<file path="src/rtl/irq_bank_pkg.sv">
package irq_bank_pkg;

   localparam int unsigned BANK_ADDR_W = 12;
   localparam int unsigned BANK_DATA_W = 32;
   localparam int unsigned SGI_COUNT   = 16;

   // page select taken from address bits [11:8]
   localparam logic [3:0] PAGE_GLOBAL = 4'h0;
   localparam logic [3:0] PAGE_ENABLE = 4'h1;
   localparam logic [3:0] PAGE_PEND   = 4'h2;
   localparam logic [3:0] PAGE_ACTIVE = 4'h3;

   // offsets within the global page
   localparam logic [7:0] OFS_SWITCH = 8'h00;
   localparam logic [7:0] OFS_GEOM   = 8'h04;

   typedef enum logic [2:0] {
      SEL_NONE,
      SEL_SWITCH,
      SEL_GEOM,
      SEL_ENABLE,
      SEL_PEND,
      SEL_ACTIVE
   } sel_e;

   typedef struct packed {
      sel_e       sel;
      logic       clr;
      logic [4:0] word;
      logic       word_ok;
   } dec_t;

endpackage

</file>
<file path="src/rtl/irq_addr_decode.sv">
module irq_addr_decode
   import irq_bank_pkg::*;
#(
   parameter int unsigned NUM_WORDS = 4
) (
   input  logic [BANK_ADDR_W-1:0] addr,
   output dec_t                   dec
);

   logic aligned;
   logic is_state;

   assign aligned = (addr[1:0] == 2'b00);

   always_comb begin
      dec.sel  = SEL_NONE;
      dec.clr  = addr[7];
      dec.word = addr[6:2];
      if (aligned) begin
         case (addr[11:8])
            PAGE_GLOBAL: begin
               if (addr[7:0] == OFS_SWITCH)    dec.sel = SEL_SWITCH;
               else if (addr[7:0] == OFS_GEOM) dec.sel = SEL_GEOM;
            end
            PAGE_ENABLE: dec.sel = SEL_ENABLE;
            PAGE_PEND:   dec.sel = SEL_PEND;
            PAGE_ACTIVE: dec.sel = SEL_ACTIVE;
            default:     dec.sel = SEL_NONE;
         endcase
      end
   end

   assign is_state    = (dec.sel == SEL_ENABLE) || (dec.sel == SEL_PEND) ||
                        (dec.sel == SEL_ACTIVE);
   assign dec.word_ok = is_state && (int'(addr[6:2]) < int'(NUM_WORDS));

endmodule

</file>
<file path="src/rtl/irq_state_word.sv">
module irq_state_word
   import irq_bank_pkg::*;
#(
   parameter logic [BANK_DATA_W-1:0] FIXED_EN  = '0,
   parameter logic [BANK_DATA_W-1:0] LINE_MASK = '1
) (
   input  logic                   clk,
   input  logic                   rst_n,
   input  logic [BANK_DATA_W-1:0] en_set,
   input  logic [BANK_DATA_W-1:0] en_clr,
   input  logic [BANK_DATA_W-1:0] pend_set,
   input  logic [BANK_DATA_W-1:0] pend_clr,
   input  logic [BANK_DATA_W-1:0] act_set,
   input  logic [BANK_DATA_W-1:0] act_clr,
   input  logic [BANK_DATA_W-1:0] line,
   input  logic [BANK_DATA_W-1:0] ack_hit,
   input  logic [BANK_DATA_W-1:0] eoi_hit,
   output logic [BANK_DATA_W-1:0] en_q,
   output logic [BANK_DATA_W-1:0] pend_q,
   output logic [BANK_DATA_W-1:0] act_q
);

   logic [BANK_DATA_W-1:0] pend_up, pend_down, act_up, act_down;

   // a level line only re-arms pending once the ID is no longer active
   assign pend_up   = pend_set | (line & LINE_MASK & ~act_q);
   assign pend_down = pend_clr | ack_hit;
   assign act_up    = act_set | ack_hit;
   assign act_down  = act_clr | eoi_hit;

   always_ff @(posedge clk or negedge rst_n) begin
      if (!rst_n) begin
         en_q   <= FIXED_EN;
         pend_q <= '0;
         act_q  <= '0;
      end else begin
         en_q   <= ((en_q | en_set) & ~en_clr) | FIXED_EN;
         pend_q <= (pend_q | pend_up) & ~pend_down;
         act_q  <= (act_q | act_up) & ~act_down;
      end
   end

endmodule

</file>
<file path="src/rtl/irq_first_find.sv">
module irq_first_find #(
   parameter int unsigned N   = 128,
   parameter int unsigned IDW = $clog2(N)
) (
   input  logic [N-1:0]   req,
   output logic           found,
   output logic [IDW-1:0] idx
);

   assign found = |req;

   // scan from the top so the lowest set bit is the last assignment
   always_comb begin
      idx = '0;
      for (int i = N - 1; i >= 0; i--) begin
         if (req[i]) idx = IDW'(i);
      end
   end

endmodule

</file>
<file path="src/rtl/irq_state_bank.sv">
module irq_state_bank
   import irq_bank_pkg::*;
#(
   parameter int unsigned NUM_IRQ = 128,
   parameter int unsigned NUM_CPU = 1,
   localparam int unsigned ID_W      = $clog2(NUM_IRQ),
   localparam int unsigned NUM_WORDS = NUM_IRQ / BANK_DATA_W
) (
   input  logic                   clk,
   input  logic                   rst_n,
   input  logic [BANK_ADDR_W-1:0] bus_addr,
   input  logic                   bus_wr,
   input  logic [BANK_DATA_W-1:0] bus_wdata,
   output logic [BANK_DATA_W-1:0] bus_rdata,
   input  logic [NUM_IRQ-1:0]     irq_lines,
   input  logic                   ack_valid,
   input  logic [ID_W-1:0]        ack_id,
   input  logic                   eoi_valid,
   input  logic [ID_W-1:0]        eoi_id,
   output logic                   fwd_valid,
   output logic [ID_W-1:0]        fwd_id
);

   if ((NUM_IRQ % BANK_DATA_W) != 0 || NUM_IRQ < BANK_DATA_W || NUM_IRQ > 1024) begin : g_bad_irq
      $error("NUM_IRQ must be a multiple of 32 between 32 and 1024");
   end
   if (NUM_CPU < 1 || NUM_CPU > 8) begin : g_bad_cpu
      $error("NUM_CPU must lie between 1 and 8");
   end

   localparam logic [BANK_DATA_W-1:0] GEOM_WORD =
      {24'h0, 3'(NUM_CPU - 1), 5'(NUM_WORDS - 1)};

   dec_t                 dec;
   logic                 ctrl_q;
   logic [NUM_IRQ-1:0]   en_vec, pend_vec, act_vec;
   logic [NUM_IRQ-1:0]   ack_vec, eoi_vec, ready_vec;
   logic [NUM_IRQ-1:0]   one_hot_base;

   irq_addr_decode #(.NUM_WORDS(NUM_WORDS)) u_dec (
      .addr (bus_addr),
      .dec  (dec)
   );

   always_ff @(posedge clk or negedge rst_n) begin
      if (!rst_n)                             ctrl_q <= 1'b0;
      else if (bus_wr && dec.sel == SEL_SWITCH) ctrl_q <= bus_wdata[0];
   end

   assign one_hot_base = {{(NUM_IRQ-1){1'b0}}, 1'b1};
   assign ack_vec = ack_valid ? (one_hot_base << ack_id) : '0;
   assign eoi_vec = eoi_valid ? (one_hot_base << eoi_id) : '0;

   for (genvar w = 0; w < NUM_WORDS; w++) begin : g_word
      localparam logic [BANK_DATA_W-1:0] FIX_EN =
         (w == 0) ? BANK_DATA_W'((64'd1 << SGI_COUNT) - 1) : '0;
      localparam logic [BANK_DATA_W-1:0] LMASK = ~FIX_EN;

      logic                   hit;
      logic [BANK_DATA_W-1:0] set_d, clr_d;

      assign hit   = bus_wr && dec.word_ok && (dec.word == 5'(w));
      assign set_d = (hit && !dec.clr) ? bus_wdata : '0;
      assign clr_d = (hit &&  dec.clr) ? bus_wdata : '0;

      irq_state_word #(.FIXED_EN(FIX_EN), .LINE_MASK(LMASK)) u_word (
         .clk      (clk),
         .rst_n    (rst_n),
         .en_set   ((dec.sel == SEL_ENABLE) ? set_d : '0),
         .en_clr   ((dec.sel == SEL_ENABLE) ? clr_d : '0),
         .pend_set ((dec.sel == SEL_PEND)   ? set_d : '0),
         .pend_clr ((dec.sel == SEL_PEND)   ? clr_d : '0),
         .act_set  ((dec.sel == SEL_ACTIVE) ? set_d : '0),
         .act_clr  ((dec.sel == SEL_ACTIVE) ? clr_d : '0),
         .line     (irq_lines[w*BANK_DATA_W +: BANK_DATA_W]),
         .ack_hit  (ack_vec[w*BANK_DATA_W +: BANK_DATA_W]),
         .eoi_hit  (eoi_vec[w*BANK_DATA_W +: BANK_DATA_W]),
         .en_q     (en_vec[w*BANK_DATA_W +: BANK_DATA_W]),
         .pend_q   (pend_vec[w*BANK_DATA_W +: BANK_DATA_W]),
         .act_q    (act_vec[w*BANK_DATA_W +: BANK_DATA_W])
      );
   end

   always_comb begin
      bus_rdata = '0;
      case (dec.sel)
         SEL_SWITCH: bus_rdata = {{(BANK_DATA_W-1){1'b0}}, ctrl_q};
         SEL_GEOM:   bus_rdata = GEOM_WORD;
         SEL_ENABLE: if (dec.word_ok) bus_rdata = en_vec[int'(dec.word)*BANK_DATA_W +: BANK_DATA_W];
         SEL_PEND:   if (dec.word_ok) bus_rdata = pend_vec[int'(dec.word)*BANK_DATA_W +: BANK_DATA_W];
         SEL_ACTIVE: if (dec.word_ok) bus_rdata = act_vec[int'(dec.word)*BANK_DATA_W +: BANK_DATA_W];
         default:    bus_rdata = '0;
      endcase
   end

   assign ready_vec = ctrl_q ? (en_vec & pend_vec & ~act_vec) : '0;

   irq_first_find #(.N(NUM_IRQ), .IDW(ID_W)) u_find (
      .req   (ready_vec),
      .found (fwd_valid),
      .idx   (fwd_id)
   );

endmodule

</file>
<file path="config.mk">
export PLATFORM = sky130hd
export DESIGN_NAME = irq_state_bank
export DESIGN_NICKNAME = d
export VERILOG_FILES = /design/src/rtl/irq_bank_pkg.sv /design/src/rtl/irq_addr_decode.sv /design/src/rtl/irq_state_word.sv /design/src/rtl/irq_first_find.sv /design/src/rtl/irq_state_bank.sv
export SDC_FILE = /design/constraint.sdc
export NUM_CORES = 1
export LEC_CHECK = 0
export CAP_MARGIN = 20
export CORE_ASPECT_RATIO = 1.5
export CORE_MARGIN = 4
export CORE_UTILIZATION = 50
export DETAILED_ROUTE_END_ITERATION = 10
export PLACE_DENSITY = 0.81
export SLEW_MARGIN = 5
export SYNTH_ARGS = -nofsm -noshare
export SYNTH_HDL_FRONTEND = slang
export SYNTH_HIERARCHICAL = 1
export SYNTH_SLANG_ARGS = --single-unit
</file>
<file path="constraint.sdc">
create_clock -name clk -period 6.6 [get_ports clk]
set_input_delay 1.98 -clock clk [delete_from_list [all_inputs] [get_ports clk]]
set_output_delay 1.98 -clock clk [all_outputs]
set_load 0.01 [all_outputs]
</file>
==> results.txt, run 1 <==
result of the run -> complete, but fails checks
violations in the final reports -> negative setup slack
final wirelength -> 115 mm
data arrival time of the worst path -> 4.65 ns
ratio of cells with drive above 1 in the final layout -> 0.130
CTS tree -> done
fraction of power consumed by combinational cells -> 0.144
fill count -> 4697
clock sink count -> 369
worst r2r path cells -> 2
max-cap violation count -> 0
layout net count -> 3702
shortest period the worst path allows -> 6.63 ns
antenna violations before repair -> 6
final cycle utilization of the critical path -> 1.00
worst setup path endpoint -> bus_rdata[18]
combined area of the multi-input logic cells -> 0.0164 mm2
combined area of all synthesized cells -> 0.0266 mm2
clock tree root driver cell -> sky130_fd_sc_hd__clkbuf_16
Worst slew margin -> 0.174
die outline width -> 196 um
CTS Buf Count -> 40
setup repair after global routing missed its margin -> true
required arrival time at the worst endpoint -> 4.62 ns
worst IR drop on VDD -> 0.161 mV
Flop pwr share -> 0.443
average cell area after synthesis -> 7.93 um2
sum of overflow across all layers after global routing -> 0
endpoint of the worst-slack reg-to-reg timing path -> ctrl_q
DR iter-0 viols -> 4045
startpoint kind of the worst setup timing path -> primary input
Die Span Y -> 290 um
final count of hold timing violations -> 0
number of global-route vias before repair -> 26600
clock input transition at the sequential cells of the worst setup and hold paths -> 0.06 ns
origin of the worst setup path -> bus_addr[4]
Register Area -> 0.00924 mm2
synthesis warning total -> 6
Vias -> 27800
highest clock rate -> 151 MHz
least setup slack across all paths after layout -> -0.0277 ns
Power Total -> 0.00568 W
number of placed I/O pins -> 231
total leakage power -> 12.4 nW
R2R setup slack -> 5.22 ns
HPWL after detailed placement -> 79.9 mm
worst-skew pair later-pin latency -> 0.57 ns
Routability Congestion -> 1.07
Detail Route Antenna Nets -> 0
clock tree skew after final layout -> 0.0242 ns
switching fraction of total power -> 0.275
per-cell routed wire length -> 27.2 um
H-tree depth -> 2
CP Class -> primary input to output port
number of core rows -> 103
core outline area -> 0.0526 mm2
pin count of the biggest net entering global routing -> 124
internal portion of total power -> 0.00412 W
post-synthesis instance total -> 3350
first-pass detailed-route iteration total -> 9
maximum fanout along the worst path -> 22
Worst Max-Slew Pin Slew -> 1.24 ns
post-placement cell area -> 0.0295 mm2
Die Footprint -> 0.0570 mm2
initial standard-cell utilization of the core -> 0.505
buffers added on ports -> 214
post-detailed-route via-to-cell ratio -> 6.58
global-route usage over all layers -> 0.387
clock network fraction of design power -> 0.413
fin. max-slew vios -> 0
wire length of the first global-routing pass -> 168 mm
post-route cell area -> 0.0310 mm2
Power per Cell Area -> 183 mW/mm2
Worst R2R Start -> ctrl_q
launch instance of the worst min-delay path -> g_word[2].u_word/en_q[15]
synthesis-to-layout area growth -> 16.6%
number of setup violations in the final report -> 4
net switching power -> 0.00157 W
element type at the critical path end -> output port
Max clock buf depth -> 3
min-delay worst type -> flip-flop to flip-flop
DRC errors left -> 0
## final cells by class
cell class / count / area share
timing repair buffer: 299 / 0.0994
clock inverter: 11 / 0.00485
tap: 682 / 0.0275
clock buffer: 56 / 0.0376
antenna: 2 / 0.000162
multi-input combinational: 2766 / 0.528
sequential: 369 / 0.298
inverter: 35 / 0.00424
## critical path, stage by stage
cell                              delay [ns]
sky130_fd_sc_hd__clkdlybuf4s50_1        0.53
sky130_fd_sc_hd__nor3_4                 0.07
sky130_fd_sc_hd__a31oi_1                0.18
sky130_fd_sc_hd__nor3_2                 0.08
sky130_fd_sc_hd__or3b_4                 0.43
sky130_fd_sc_hd__buf_12                 0.18
sky130_fd_sc_hd__o221ai_1               0.22
sky130_fd_sc_hd__o21ai_1                0.11
sky130_fd_sc_hd__a21oi_1                0.16
sky130_fd_sc_hd__buf_4                  0.14
sky130_fd_sc_hd__clkdlybuf4s50_1        0.53
## through the flow
step           hold slack, ns  instances  utilization  setup WS [ns]  TNS [ns]
2_1_floorplan           0.469       3365            -          0.857         0
3_5_place_dp            0.497       4143        0.561         -0.153     -2.31
6_report                0.507       4220        0.589        -0.0277   -0.0489
5_1_grt                 0.536       4218        0.589         -0.129    -0.749
3_3_place_gp            0.491       4142        0.560         -0.195     -2.54
4_1_cts                 0.514       4212        0.587       0.000970         0
## per-layer routing
layer,global-route usage,up-vias,part of all wire
met5,0,-,0.00051
met4,0.340,8,0.12
met3,0.111,708,0.13
met2,0.579,2178,0.43
met1,0.449,13100,0.33
li1,-,11800,-
## cells in the final DEF, fill, tap and decap left out, drive strengths merged, types with 6 or more instances in the layout
cell,n
a211oi,121
a21oi,47
a31oi,6
and4b,130
buf,89
clkbuf,60
clkdlybuf4s50,182
clkinv,6
conb,16
dfrtp,369
dlygate4sd2,15
dlymetal6s2s,9
inv,35
mux2i,94
mux4,53
nand2,197
nand2b,119
nand3,36
nand4,11
nor2,1404
nor2b,25
nor3,299
nor4,37
o21ai,36
o21bai,6
o221ai,21
o22ai,32
o31ai,8
or3,6
or4,7
## power by group through the flow
stage | clock network, W | logic [W] | registers (W)
floorplan | 0 | 0.000477 | 0.00249
global placement | 0 | 0.000775 | 0.00254
detailed placement | 0 | 0.000788 | 0.00255
CTS | 0.00235 | 0.000794 | 0.00251
global route | 0.00244 | 0.000859 | 0.00253
finish | 0.00235 | 0.000819 | 0.00252
## flip-flops by register name, indices dropped and copies added (netlist names)
signal and flops:
ctrl_q 1, g_word.u_word/pend_q 128, g_word.u_word/en_q 112, g_word.u_word/act_q 128
## worst min-delay path by stage
stage                                end  slack, ns  depth (start not counted)
5_1_grt        g_word[3].u_word/en_q[14]       0.54                          2
3_5_place_dp    g_word[2].u_word/en_q[3]       0.50                          2
4_1_cts        g_word[2].u_word/en_q[15]       0.51                          2
2_1_floorplan   g_word[1].u_word/en_q[0]       0.47                          2
3_3_place_gp   g_word[0].u_word/en_q[19]       0.49                          2
6_report       g_word[2].u_word/en_q[15]       0.51                          2
## timing repair
action / 4_1_cts / 5_1_grt
pin swaps: 9 / 7
hold buffers: 0 / 0
setup endpoints to repair: 26 / 18
setup buffers: 2 / 2
resized for setup: 33 / 17
gates cloned: 0 / 1
Power figures use the tool's default switching activity.
==> inputs of run 2 (changes only) <==
--- a/config.mk
+++ b/config.mk
@@ -10,6 +10,7 @@
 export CORE_MARGIN = 4
 export CORE_UTILIZATION = 50
 export DETAILED_ROUTE_END_ITERATION = 10
+export GPL_TIMING_DRIVEN = 1
 export PLACE_DENSITY = 0.81
 export SLEW_MARGIN = 5
 export SYNTH_ARGS = -nofsm -noshare
==> results of run 2 <==
The final DEF is identical to that of run 1; final timing and power are the same.
